### src/rtl/regpage_pkg.sv
package regpage_pkg;
  localparam int DATA_W     = 8;
  localparam int ADDR_W     = 8;
  localparam int DEPTH      = 3;
  localparam int ENTRY_BASE = 'h84;
  localparam int CTRL_ADDR  = 'h8F;
  localparam logic CTRL_RESET = 1'b1;

  typedef enum logic [1:0] {
    STK_HOLD = 2'd0,
    STK_PUSH = 2'd1,
    STK_POP  = 2'd2
  } stk_op_e;
endpackage

### src/rtl/regpage_decode.sv
module regpage_decode
  import regpage_pkg::*;
#(
  parameter int AW    = ADDR_W,
  parameter int NENT  = DEPTH,
  parameter int BASE  = ENTRY_BASE,
  parameter int CADDR = CTRL_ADDR
) (
  input  logic [AW-1:0]   addr,
  output logic [NENT-1:0] ent_sel,
  output logic            ctrl_sel,
  output logic            hit
);
  localparam logic [AW-1:0] CTRL_A = AW'(CADDR);

  for (genvar i = 0; i < NENT; i++) begin : g_sel
    localparam logic [AW-1:0] ENT_A = AW'(BASE + i);
    assign ent_sel[i] = (addr == ENT_A);
  end

  assign ctrl_sel = (addr == CTRL_A);
  assign hit      = ctrl_sel | (|ent_sel);
endmodule

### src/rtl/regpage_ctrl.sv
module regpage_ctrl
  import regpage_pkg::*;
#(
  parameter logic RST_VAL = CTRL_RESET
) (
  input  logic clk,
  input  logic rst_n,
  input  logic wr_en,
  input  logic wr_bit,
  output logic auto_en
);
  always_ff @(posedge clk) begin
    if (!rst_n)     auto_en <= RST_VAL;
    else if (wr_en) auto_en <= wr_bit;
  end
endmodule

### src/rtl/regpage_stack.sv
module regpage_stack
  import regpage_pkg::*;
#(
  parameter int DW   = DATA_W,
  parameter int NENT = DEPTH
) (
  input  logic                     clk,
  input  logic                     rst_n,
  input  stk_op_e                  op,
  input  logic                     auto_en,
  input  logic [DW-1:0]            push_page,
  input  logic [NENT-1:0]          wr_sel,
  input  logic [DW-1:0]            wdata,
  output logic [NENT-1:0][DW-1:0]  ent
);
  for (genvar i = 0; i < NENT; i++) begin : g_ent
    logic [DW-1:0] push_val, pop_val;

    if (i == 0) begin : g_top
      assign push_val = auto_en ? push_page : ent[0];
    end else begin : g_lower
      assign push_val = ent[i-1];
    end

    if (i == NENT-1) begin : g_bottom
      assign pop_val = ent[i];
    end else begin : g_upper
      assign pop_val = ent[i+1];
    end

    always_ff @(posedge clk) begin
      if (!rst_n) begin
        ent[i] <= '0;
      end else begin
        unique case (op)
          STK_PUSH: ent[i] <= push_val;
          STK_POP:  ent[i] <= pop_val;
          default:  if (wr_sel[i]) ent[i] <= wdata;
        endcase
      end
    end
  end
endmodule

### src/rtl/regpage_top.sv
module regpage_top
  import regpage_pkg::*;
#(
  parameter int DW    = DATA_W,
  parameter int AW    = ADDR_W,
  parameter int NENT  = DEPTH,
  parameter int BASE  = ENTRY_BASE,
  parameter int CADDR = CTRL_ADDR
) (
  input  logic          clk,
  input  logic          rst_n,
  input  logic [AW-1:0] reg_addr,
  input  logic          reg_wr,
  input  logic [DW-1:0] reg_wdata,
  output logic [DW-1:0] reg_rdata,
  output logic          reg_hit,
  input  logic          irq_accept,
  input  logic [DW-1:0] irq_page,
  input  logic          reti,
  output logic [DW-1:0] cur_page
);
  logic [NENT-1:0]         ent_sel;
  logic                    ctrl_sel;
  logic                    auto_en;
  logic                    wr_ok;
  stk_op_e                 op;
  logic [NENT-1:0][DW-1:0] ent_q;

  regpage_decode #(.AW(AW), .NENT(NENT), .BASE(BASE), .CADDR(CADDR)) u_dec (
    .addr(reg_addr), .ent_sel(ent_sel), .ctrl_sel(ctrl_sel), .hit(reg_hit)
  );

  // Strobes outrank software writes; a push outranks a pop.
  always_comb begin
    if (irq_accept) op = STK_PUSH;
    else if (reti)  op = STK_POP;
    else            op = STK_HOLD;
  end
  assign wr_ok = reg_wr & (op == STK_HOLD);

  regpage_ctrl u_ctrl (
    .clk(clk), .rst_n(rst_n), .wr_en(wr_ok & ctrl_sel),
    .wr_bit(reg_wdata[0]), .auto_en(auto_en)
  );

  regpage_stack #(.DW(DW), .NENT(NENT)) u_stk (
    .clk(clk), .rst_n(rst_n), .op(op), .auto_en(auto_en),
    .push_page(irq_page), .wr_sel(ent_sel & {NENT{wr_ok}}),
    .wdata(reg_wdata), .ent(ent_q)
  );

  always_comb begin
    reg_rdata = '0;
    if (ctrl_sel) reg_rdata = DW'(auto_en);
    for (int i = 0; i < NENT; i++)
      if (ent_sel[i]) reg_rdata = ent_q[i];
  end

  assign cur_page = ent_q[0];
endmodule

### config.mk
export PLATFORM = sky130hd
export DESIGN_NAME = regpage_top
export DESIGN_NICKNAME = d
export VERILOG_FILES = /design/src/rtl/regpage_pkg.sv /design/src/rtl/regpage_decode.sv /design/src/rtl/regpage_ctrl.sv /design/src/rtl/regpage_stack.sv /design/src/rtl/regpage_top.sv
export SDC_FILE = /design/constraint.sdc
export NUM_CORES = 1
export LEC_CHECK = 0
export BUFFER_PORTS_ARGS = -buffer_cell sky130_fd_sc_hd__buf_2
export CAP_MARGIN = 20
export CORE_ASPECT_RATIO = 1.5
export CORE_UTILIZATION = 52
export CTS_BUF_LIST = sky130_fd_sc_hd__clkbuf_4 sky130_fd_sc_hd__clkbuf_8 sky130_fd_sc_hd__clkbuf_16
export DETAILED_ROUTE_END_ITERATION = 10
export PLACE_DENSITY = 0.76
export SYNTH_ARGS = -nofsm -noshare
export SYNTH_HDL_FRONTEND = slang
export SYNTH_SLANG_ARGS = --single-unit
### constraint.sdc
create_clock -name clk -period 1.6 [get_ports clk]
set_input_delay 0.16 -clock clk [delete_from_list [all_inputs] [get_ports clk]]
set_output_delay 0.16 -clock clk [all_outputs]
set_load 0.03 [all_outputs]
Word-level counts from Yosys, hierarchy flattened
Index checks and enable logic that the tools add are counted.
- equality and inequality tests: 7
- muxes and demuxes: 13
- bitwise logic cells: 5
- reduce and logical (&&, ||, !) cells: 7
- operator list (kind ; count):
    $mux 8 ; 7
    $pmux 8 s2 ; 3
    $eq 8x8->1 const B ; 4
    $reduce_bool 3->1 ; 2
    $mux 2 ; 2
    $reduce_and 2->1 ; 2
    $and 3x3->3 ; 1
    $reduce_or 3->1 ; 1
    $and 1x1->1 ; 2
    $eq 2x1->1 const B ; 1
    $eq 2x2->1 const B ; 1
    $logic_not 2->1 ; 1
    $ne 2x2->1 const B ; 1
    $reduce_bool 2->1 ; 1
    $mux 1 ; 1
    $not 1->1 ; 1
    $or 1x1->1 ; 1
- bits in registers: 25
- output and inout bits: 17
- logic and storage cells: 36

Longest topological paths before layout
Gate-level depths: netlist of the first run.
- depth after elaboration: 7
- depth in mapped cells: 6
- depth with buffers taken out: 4

Modules after synthesis
Synthesis of the first run repeated with hierarchy kept, for this count alone.
- cells, all modules: 183
- area total of the unflattened synthesis: 1677.9 um^2
- by module, submodules not included (module ; instances ; cells each ; area each (um^2) ; seq. area each (um^2)):
    regpage_stack ; 1 ; 128 ; 1261.2 ; 480.5
    regpage_top ; 1 ; 40 ; 275.3 ; 0.0
    regpage_decode ; 1 ; 12 ; 107.6 ; 0.0
    regpage_ctrl ; 1 ; 3 ; 33.8 ; 20.0

Worst setup path after synthesis of the first run
No wires, ideal clock.
- path type: input to output
- from: input port reg_addr[0]
- to: output port reg_rdata[0]
- arrival: 1215 ps
- setup slack: 225 ps
- stages: 4
- path buffers: 1
- cell sequence: buf_2 mux2i_1 or3_1 a21oi_1
- word-level cells in the longest chain between the ends: 5
- RTL lines (element ; line ; RTL):
    start: declaration ; regpage_top.sv:12 ; input logic [AW-1:0] reg_addr,
    $eq 8x8->1 ; regpage_decode.sv:21 ; assign ctrl_sel = (addr == CTRL_A);
    $mux 1 ; regpage_top.sv:54 ; if (ctrl_sel) reg_rdata = DW'(auto_en);
    $mux 8 (2 in a row) ; regpage_top.sv:56 ; if (ent_sel[i]) reg_rdata = ent_q[i];
    $mux 8 (*) ; regpage_top.sv:56 ;
    end: declaration ; regpage_top.sv:15 ; output logic [DW-1:0] reg_rdata,
Mark *: on every way between the ends. The rest lies on a longest branch, timed or not.

Worst setup path in the final report of the first run
- from: register u_stk.ent (netlist bit u_stk.g_ent[1].push_val[0])
- to: output port reg_rdata[0]
- word-level cells in the longest chain between the ends: 3
- RTL lines (element ; line ; RTL):
    start: declaration ; regpage_stack.sv:14 ; output logic [NENT-1:0][DW-1:0] ent
    start signal: indexed assignment ; regpage_stack.sv:36 ; STK_PUSH: ent[i] <= push_val;
    start signal: indexed assignment ; regpage_stack.sv:37 ; STK_POP: ent[i] <= pop_val;
    start signal: indexed assignment ; regpage_stack.sv:38 ; default: if (wr_sel[i]) ent[i] <= wdata;
    $mux 8 (3 in a row) ; regpage_top.sv:56 ;
No other way between the ends.

==> impl_metrics.toml, run 1 <==
[cts]
clkLatencyLatePin_ns = 0.27
clkSlewWorstSetupHoldPaths_ns = 0.08
clock_sinks = 25
cts_made_buffers = 3
cts_max_path_buffers = 2
cts_root_buf = "clkbuf_8"
htreeDepth = 1
cts_setup_buffers = 0
tritoncts = "done"

[cells_and_area]
area_growth_pct = 14.6
fin_nets = 273
fill_cells = 314
fin_cells = 283
multiInputGateArea_um2 = 1040
seq_area_um2 = 500
final_layout_size_suffix_gt1_share_pct = 25.9
num_antenna_cells = 0
finalInstanceArea_um2 = 1950

[yosys]
yosysTopAreaCell = "dfxtp_1"
syn_area_per_cell_um2 = 8.18
ys_ff_latch = 25
synth_area_leaders = "dfxtp_1 29%, mux2i_1 19%, nand2_1 6.0%"
ys_types = 33
yosys_warnings = 0
ys_seq_area_share_pct = 29.4
synth.top_cell.area_share_pct = 29.4
synth_fp_nets = 237
syn_area_um2 = 1700
synthCells = 208

[setup_path]
end_kind = "output port"
required_ns = 1.44
cp.arrival_ns = 1.37
crit_path_start_kind = "flip-flop"
path_class = "reg -> out"
path_max_fanout = 4

[sta]
worst_clock_skew_ns = 0.00699
slew_headroom_pct = 62.5
setup_viol = 0
fin_crit_sh_pct = 95.6
min_period_ns = 1.53
tightest_slew_ns = 0.558
max_freq_ghz = 0.653
slew_violations = 0
hold_violations = 0
rsz0062_at_grt = "no"
tns_ns = 0

[route]
wl_per_cell_um = 15.5
routed_wl_mm = 4.38
drtIter0Drc = 59
ant_nets = 0
drc = 0
dr_total_vias = 1716
via_per_inst = 6.06
drt_first_pass_iters = 4

[power_and_ir_drop]
fin_total_pwr_mw = 1.45
irDropWorstVdd_mv = 0.634
p_seq_share_pct = 49.0
pwr_density_cell_nw_per_um2 = 744
switchingPower_uw = 444
p_comb_share_pct = 23.6
p_int_mw = 1.01
clock_power_share_pct = 27.4
leakage_nw = 0.928
swShare_pct = 30.6

[die]
die_area_um2 = 3510
start_util_pct = 54.4
rows = 25
pin_count = 46
fp.dieW_um = 48.7
fp.dieH_um = 72.1
core-area_um2 = 3130

[placement]
post_dp_cell_area_um2 = 1900
dp_hpwl_mm = 3.26
placed_cells = 279
portBuffers = 45
place_congestion = 0.866

[global_routing]
first_global_vias = 1642
antenna_found_initial = 0
grt_pass1_wl_mm = 7.35
grt_max_degree = 34
global_route.overflow_total = 0
grt_use_total_pct = 27.1

[run]
maxCapViolCount = 0

[hold_path]
hold_class = "in -> reg"

[status]
status = "completed"
==> cell usage after synthesis <==
cell / count
nor4bb_1: 1
o221ai_1: 8
o21ai_1: 1
o21a_1: 1
buf_2: 5
clkbuf_1: 6
nand4b_1: 1
nand4_1: 1
buf_6: 3
nor2b_1: 2
a41o_2: 1
o2111ai_1: 8
buf_4: 8
or3_1: 1
nor2_1: 15
dfxtp_1: 25
nor4b_4: 1
inv_1: 1
and3_2: 1
mux2i_1: 33
a32oi_1: 1
o21ai_0: 16
nand2_1: 27
buf_1: 1
clkbuf_4: 1
o211a_1: 1
and3_1: 1
nand3_1: 9
a21oi_1: 17
nor4b_1: 1
nor3b_1: 1
a21boi_1: 8
or2_2: 1
==> flip-flops by register name, indices dropped and copies added, names as in the netlist <==
signal and count:
u_stk.g_ent.pop_val 16, u_stk.g_ent.push_val 8, u_ctrl.auto_en 1
==> layer usage <==
metal,share of wire (%),up-vias,GRT usage [%]
met1,37,799,28.4
li1,-,837,-
met4,6.5,0,19.9
met3,4.7,18,2.94
met2,52,62,49.4
met5,0,-,0
==> layout make-up <==
cell class | count | share of cell area, %
Multi-Input combinational cell | 158 | 53.6
Timing Repair Buffer | 55 | 15.5
Tap cell | 40 | 2.57
Inverter | 1 | 0.192
Sequential cell | 25 | 25.7
Clock buffer | 4 | 2.50
==> cell usage in the layout (no fill, tap or decap), drive strengths merged, types with 2 or more instances in the layout <==
cell type / netlist / routed
a21boi: 8 / 8
a21oi: 17 / 17
and3: 2 / 2
buf: 17 / 55
clkbuf: 7 / 4
dfxtp: 25 / 25
mux2i: 33 / 33
nand2: 27 / 27
nand3: 9 / 9
nor2: 15 / 15
nor2b: 2 / 2
nor4b: 2 / 2
o2111ai: 8 / 8
o21ai: 17 / 17
o221ai: 8 / 8
==> metrics by stage <==
step	hold slack (ns)	setup slack, ns	utilization (%)
2_1_floorplan	0.285	0.225	-
3_3_place_gp	0.435	0.112	60.7
3_5_place_dp	0.436	0.0681	60.7
4_1_cts	0.160	0.0535	62.3
5_1_grt	0.164	0.00457	62.4
6_report	0.169	0.0696	62.4
==> what timing repair did <==
| action | 4_1_cts | 5_1_grt |
|---|---|---|
| setup endpoints to repair | 0 | 1 |
| gates resized for setup | 0 | 1 |
| hold buffers | 0 | 0 |
==> critical path, cell delays in order, from the launching register on <==
cell and delay (ns):
dfxtp_1 0.39, mux2i_1 0.10, or3_1 0.31, a21oi_1 0.13, buf_4 0.17
==> worst paths after layout <==
path	startpoint	slack (ns)	to	cells past startpoint
setup / recovery	u_stk.g_ent[1].push_val[0]	0.07	reg_rdata[0]	4
hold / removal	reg_wdata[0]	0.17	u_ctrl.auto_en	3
setup reg to reg	u_ctrl.auto_en	0.40	u_stk.g_ent[1].push_val[7]	3
hold reg to reg	u_stk.g_ent[0].pop_val[0]	0.50	u_stk.g_ent[0].pop_val[0]	2
==> power groups by stage <==
stage	combinational (mW)	clock, mW	sequential (mW)
CTS	0.341	0.403	0.711
detailed placement	0.340	0	0.726
global route	0.378	0.430	0.718
global placement	0.334	0	0.725
floorplan	0.253	0	0.711
finish	0.342	0.397	0.711
==> cell families after synthesis <==
logic type / share of synthesized area, %
simple gates: 18.0
compound gates: 24.0
mux: 19.4
flops: 29.4
buf+inv: 9.19
(Power assumes the default switching activity.)
==> run 2, diff against run 1 <==
--- a/config.mk
+++ b/config.mk
@@ -8,10 +8,11 @@
 export BUFFER_PORTS_ARGS = -buffer_cell sky130_fd_sc_hd__buf_2
 export CAP_MARGIN = 20
 export CORE_ASPECT_RATIO = 1.5
-export CORE_UTILIZATION = 52
+export CORE_UTILIZATION = 24
 export CTS_BUF_LIST = sky130_fd_sc_hd__clkbuf_4 sky130_fd_sc_hd__clkbuf_8 sky130_fd_sc_hd__clkbuf_16
 export DETAILED_ROUTE_END_ITERATION = 10
-export PLACE_DENSITY = 0.76
+export PLACE_DENSITY_LB_ADDON = 0.2
 export SYNTH_ARGS = -nofsm -noshare
 export SYNTH_HDL_FRONTEND = slang
+export SYNTH_HIERARCHICAL = 1
 export SYNTH_SLANG_ARGS = --single-unit
==> run 2 against run 1 <==
  * The flow now finishes with violations (negative setup slack)
  * Combinational power is 34% higher
  * Clock power is 2% higher
  * Design area is 19% higher
  * First-iteration DRC count is 32% higher
  * Critical path type is now in -> out
  * Cell count is 13% higher
  * Clock-buffer cell count stayed put
  * Area after synthesis is 1.4% lower
  * Non-clock buffer count is 14 higher
  * Fmax is 24% lower
==> impl_metrics.toml, run 2 <==
[yosys]
synth_edf_count = 0
yosysTopAreaCell = "dfxtp_1"
synth_top_family_by_area = "compound AO/OA/AOI/OAI gates"
yosys.area_share.simple_pct = 21.5
ys_types = 38
yosysMostFrequentCell = "dfxtp_1"
synth_area_leaders = "dfxtp_1 30%, a221o_1 9.5%, mux2i_1 5.4%"
synth_common_cells = "25 x dfxtp_1, 24 x nand2_1, 16 x a221o_1"
ys_ff_latch = 25
syn_area_per_cell_um2 = 9.17
synth-compound-area-share_pct = 32.5
synth_fp_nets = 215
synth_xor_area_share_pct = 0
yosys_warnings = 6
synth.top_cell.area_share_pct = 29.8
synth-adder-area-share_pct = 2.24
ys_seq_area_share_pct = 29.8
synthFlopType = "dfxtp_1"
syn_area_um2 = 1680
async_flop_share_pct = 0
synth.area.mux_share_pct = 6.71
synthCells = 183

[sta]
tightest_slew_ns = 0.570
max_freq_ghz = 0.496
min_period_ns = 2.02
worst_clock_skew_ns = 0.00128
fin_crit_sh_pct = 126
rsz0062_at_grt = "yes"
setup_viol = 32
worst_slack_ns = -0.416
slew_headroom_pct = 61.8
hold_violations = 0
slew_violations = 0

[die]
fp.dieW_um = 70.3
start_util_pct = 24.7
core-area_um2 = 6810
fp.dieH_um = 104
rows = 37
pin_count = 46
die_area_um2 = 7340

[status]
failed_checks = "negative setup slack"
status = "complete, but fails checks"

[cts]
cts_made_buffers = 3
ctsHoldBuffers = 0
cts_max_path_buffers = 2
clkSlewWorstSetupHoldPaths_ns = 0.09
clock_sinks = 25
cts_root_buf = "clkbuf_8"
htreeDepth = 1
tritoncts = "done"
clkLatencyLatePin_ns = 0.27

[route]
dr_total_vias = 1656
wl_per_cell_um = 16.4
top_layer = "met4"
wl_met2_mm = 2.68
drc = 0
drt_first_pass_iters = 4
routed_wl_mm = 5.24
drtIter0Drc = 78
wl_met1_mm = 2.30
wl_met3_um = 175
ant_nets = 0
via_per_inst = 5.19

[setup_path]
r2r-start = "u_ctrl/auto_en"
startpoint = "reg_addr[5]"
end_kind = "output port"
cp.arrival_ns = 1.86
r2r-end = "u_stk/g_ent[1].push_val[7]"
r2r_slack_ns = 0.33
cp-endpoint = "reg_rdata[6]"
reg2regPathDepth = 3
path_class = "in -> out"
crit_path_start_kind = "primary input"
required_ns = 1.44
path_max_fanout = 8

[global_routing]
global_route.overflow_total = 0
grt_pass1_wl_mm = 8.34
antenna_found_initial = 0
first_global_vias = 1669
grt_max_degree = 25
grt_use_total_pct = 14.2

[cells_and_area]
area_growth_pct = 38.9
num_antenna_cells = 0
fin_nets = 274
final_cell_mix = "38 x buf_2, 25 x dfxtp_1, 24 x nand2_1"
layout_commonest_cell = "buf_2"
fin_cells = 319
largest_reg_flops = 16
final_layout_size_suffix_gt1_share_pct = 44.4

[placement]
place_congestion = 0.752
placed_cells = 315
post-place-ws_ns = -0.446
dp_hpwl_mm = 3.76
portBuffers = 45

[hold_path]
hold_class = "in -> reg"

[run]
maxCapViolCount = 0

[power_and_ir_drop]
fin_total_pwr_mw = 1.59
irDropWorstVdd_mv = 0.260
leakage_nw = 1.05
pwr_density_cell_nw_per_um2 = 682
[run 2: changes by cell type in the layout (fill, tap and decap cells not counted), sizes merged, moves of 8 or more]
cell / previous run / this run
o2111ai: 8 / 0
o21ai: 17 / 4
a21oi: 17 / 5
nand2b: 0 / 10
o221ai: 8 / 0
nor2: 15 / 1
buf: 55 / 67
mux2i: 33 / 9
a221o: 0 / 16
a32o: 0 / 8
inv: 1 / 9
[run 2: cells by family after synthesis]
family | count (synthesis)
AOI/OAI and AO/OA | 59
adders and majority gates | 3
buffers and inverters | 24
DFF | 25
muxes | 11
and+or+nand+nor | 61
[run 2: power breakdown]
group          internal, mW  leakage [nW]  switching [mW]  total (mW)
registers             0.673         0.206          0.0539       0.727
logic                 0.216         0.814           0.242       0.458
clock network         0.196        0.0262           0.209       0.405
[run 2: final cells by class]
| type | count | area, um2 |
|---|---|---|
| fill | 728 | 4480 |
| multi-input combinational | 134 | 1150 |
| sequential | 25 | 500 |
| timing repair buffer | 69 | 500 |
| tap | 78 | 97.6 |
| clock buffer | 4 | 48.8 |
| inverter | 9 | 33.8 |
[run 2: how the worst min path moves through the flow]
stage / to / start / slack, ns / depth (start not counted)
after global placement: u_ctrl/auto_en / reg_wdata[0] / 0.42 / 3
after global routing: u_ctrl/auto_en / reg_wdata[0] / 0.17 / 3
after detailed placement: u_ctrl/auto_en / reg_wdata[0] / 0.43 / 3
final: u_ctrl/auto_en / reg_wdata[0] / 0.14 / 3
after CTS: u_ctrl/auto_en / reg_wdata[0] / 0.15 / 3
after floorplan: u_ctrl/auto_en / rst_n / 0.22 / 1
[run 2: per-layer routing]
layer | track usage, % | up-vias
met5 | 0 | -
li1 | - | 807
met2 | 24.5 | 41
met3 | 1.65 | 6
met1 | 17.7 | 802
met4 | 5.86 | 0
[run 2: metrics by stage]
stage / hold slack, ns / cell area (um2) / utilization, % / setup TNS (ns)
after floorplan: 0.222 / 1730 / - / -8.84
after detailed placement: 0.433 / 2170 / 31.9 / -12.48
after CTS: 0.148 / 2270 / 33.4 / -4.31
after global placement: 0.424 / 2170 / 31.9 / -12.04
after global routing: 0.173 / 2330 / 34.2 / -6.76
final: 0.136 / 2330 / 34.2 / -4.37
[run 2: repair_timing]
action,4_1_cts,5_1_grt
hold endpoints to repair,0,0
setup endpoints to repair,31,32
cloned,0,1
pin swaps,8,7
setup buffers,1,0
resized for setup,27,7
[run 2: worst max-delay path, stage by stage]
cell and delay, ns:
buf_6 0.09, or4b_4 0.59, nor4b_4 0.28, buf_4 0.21
o21ai_1 0.07, mux2_2 0.27, clkbuf_4 0.18
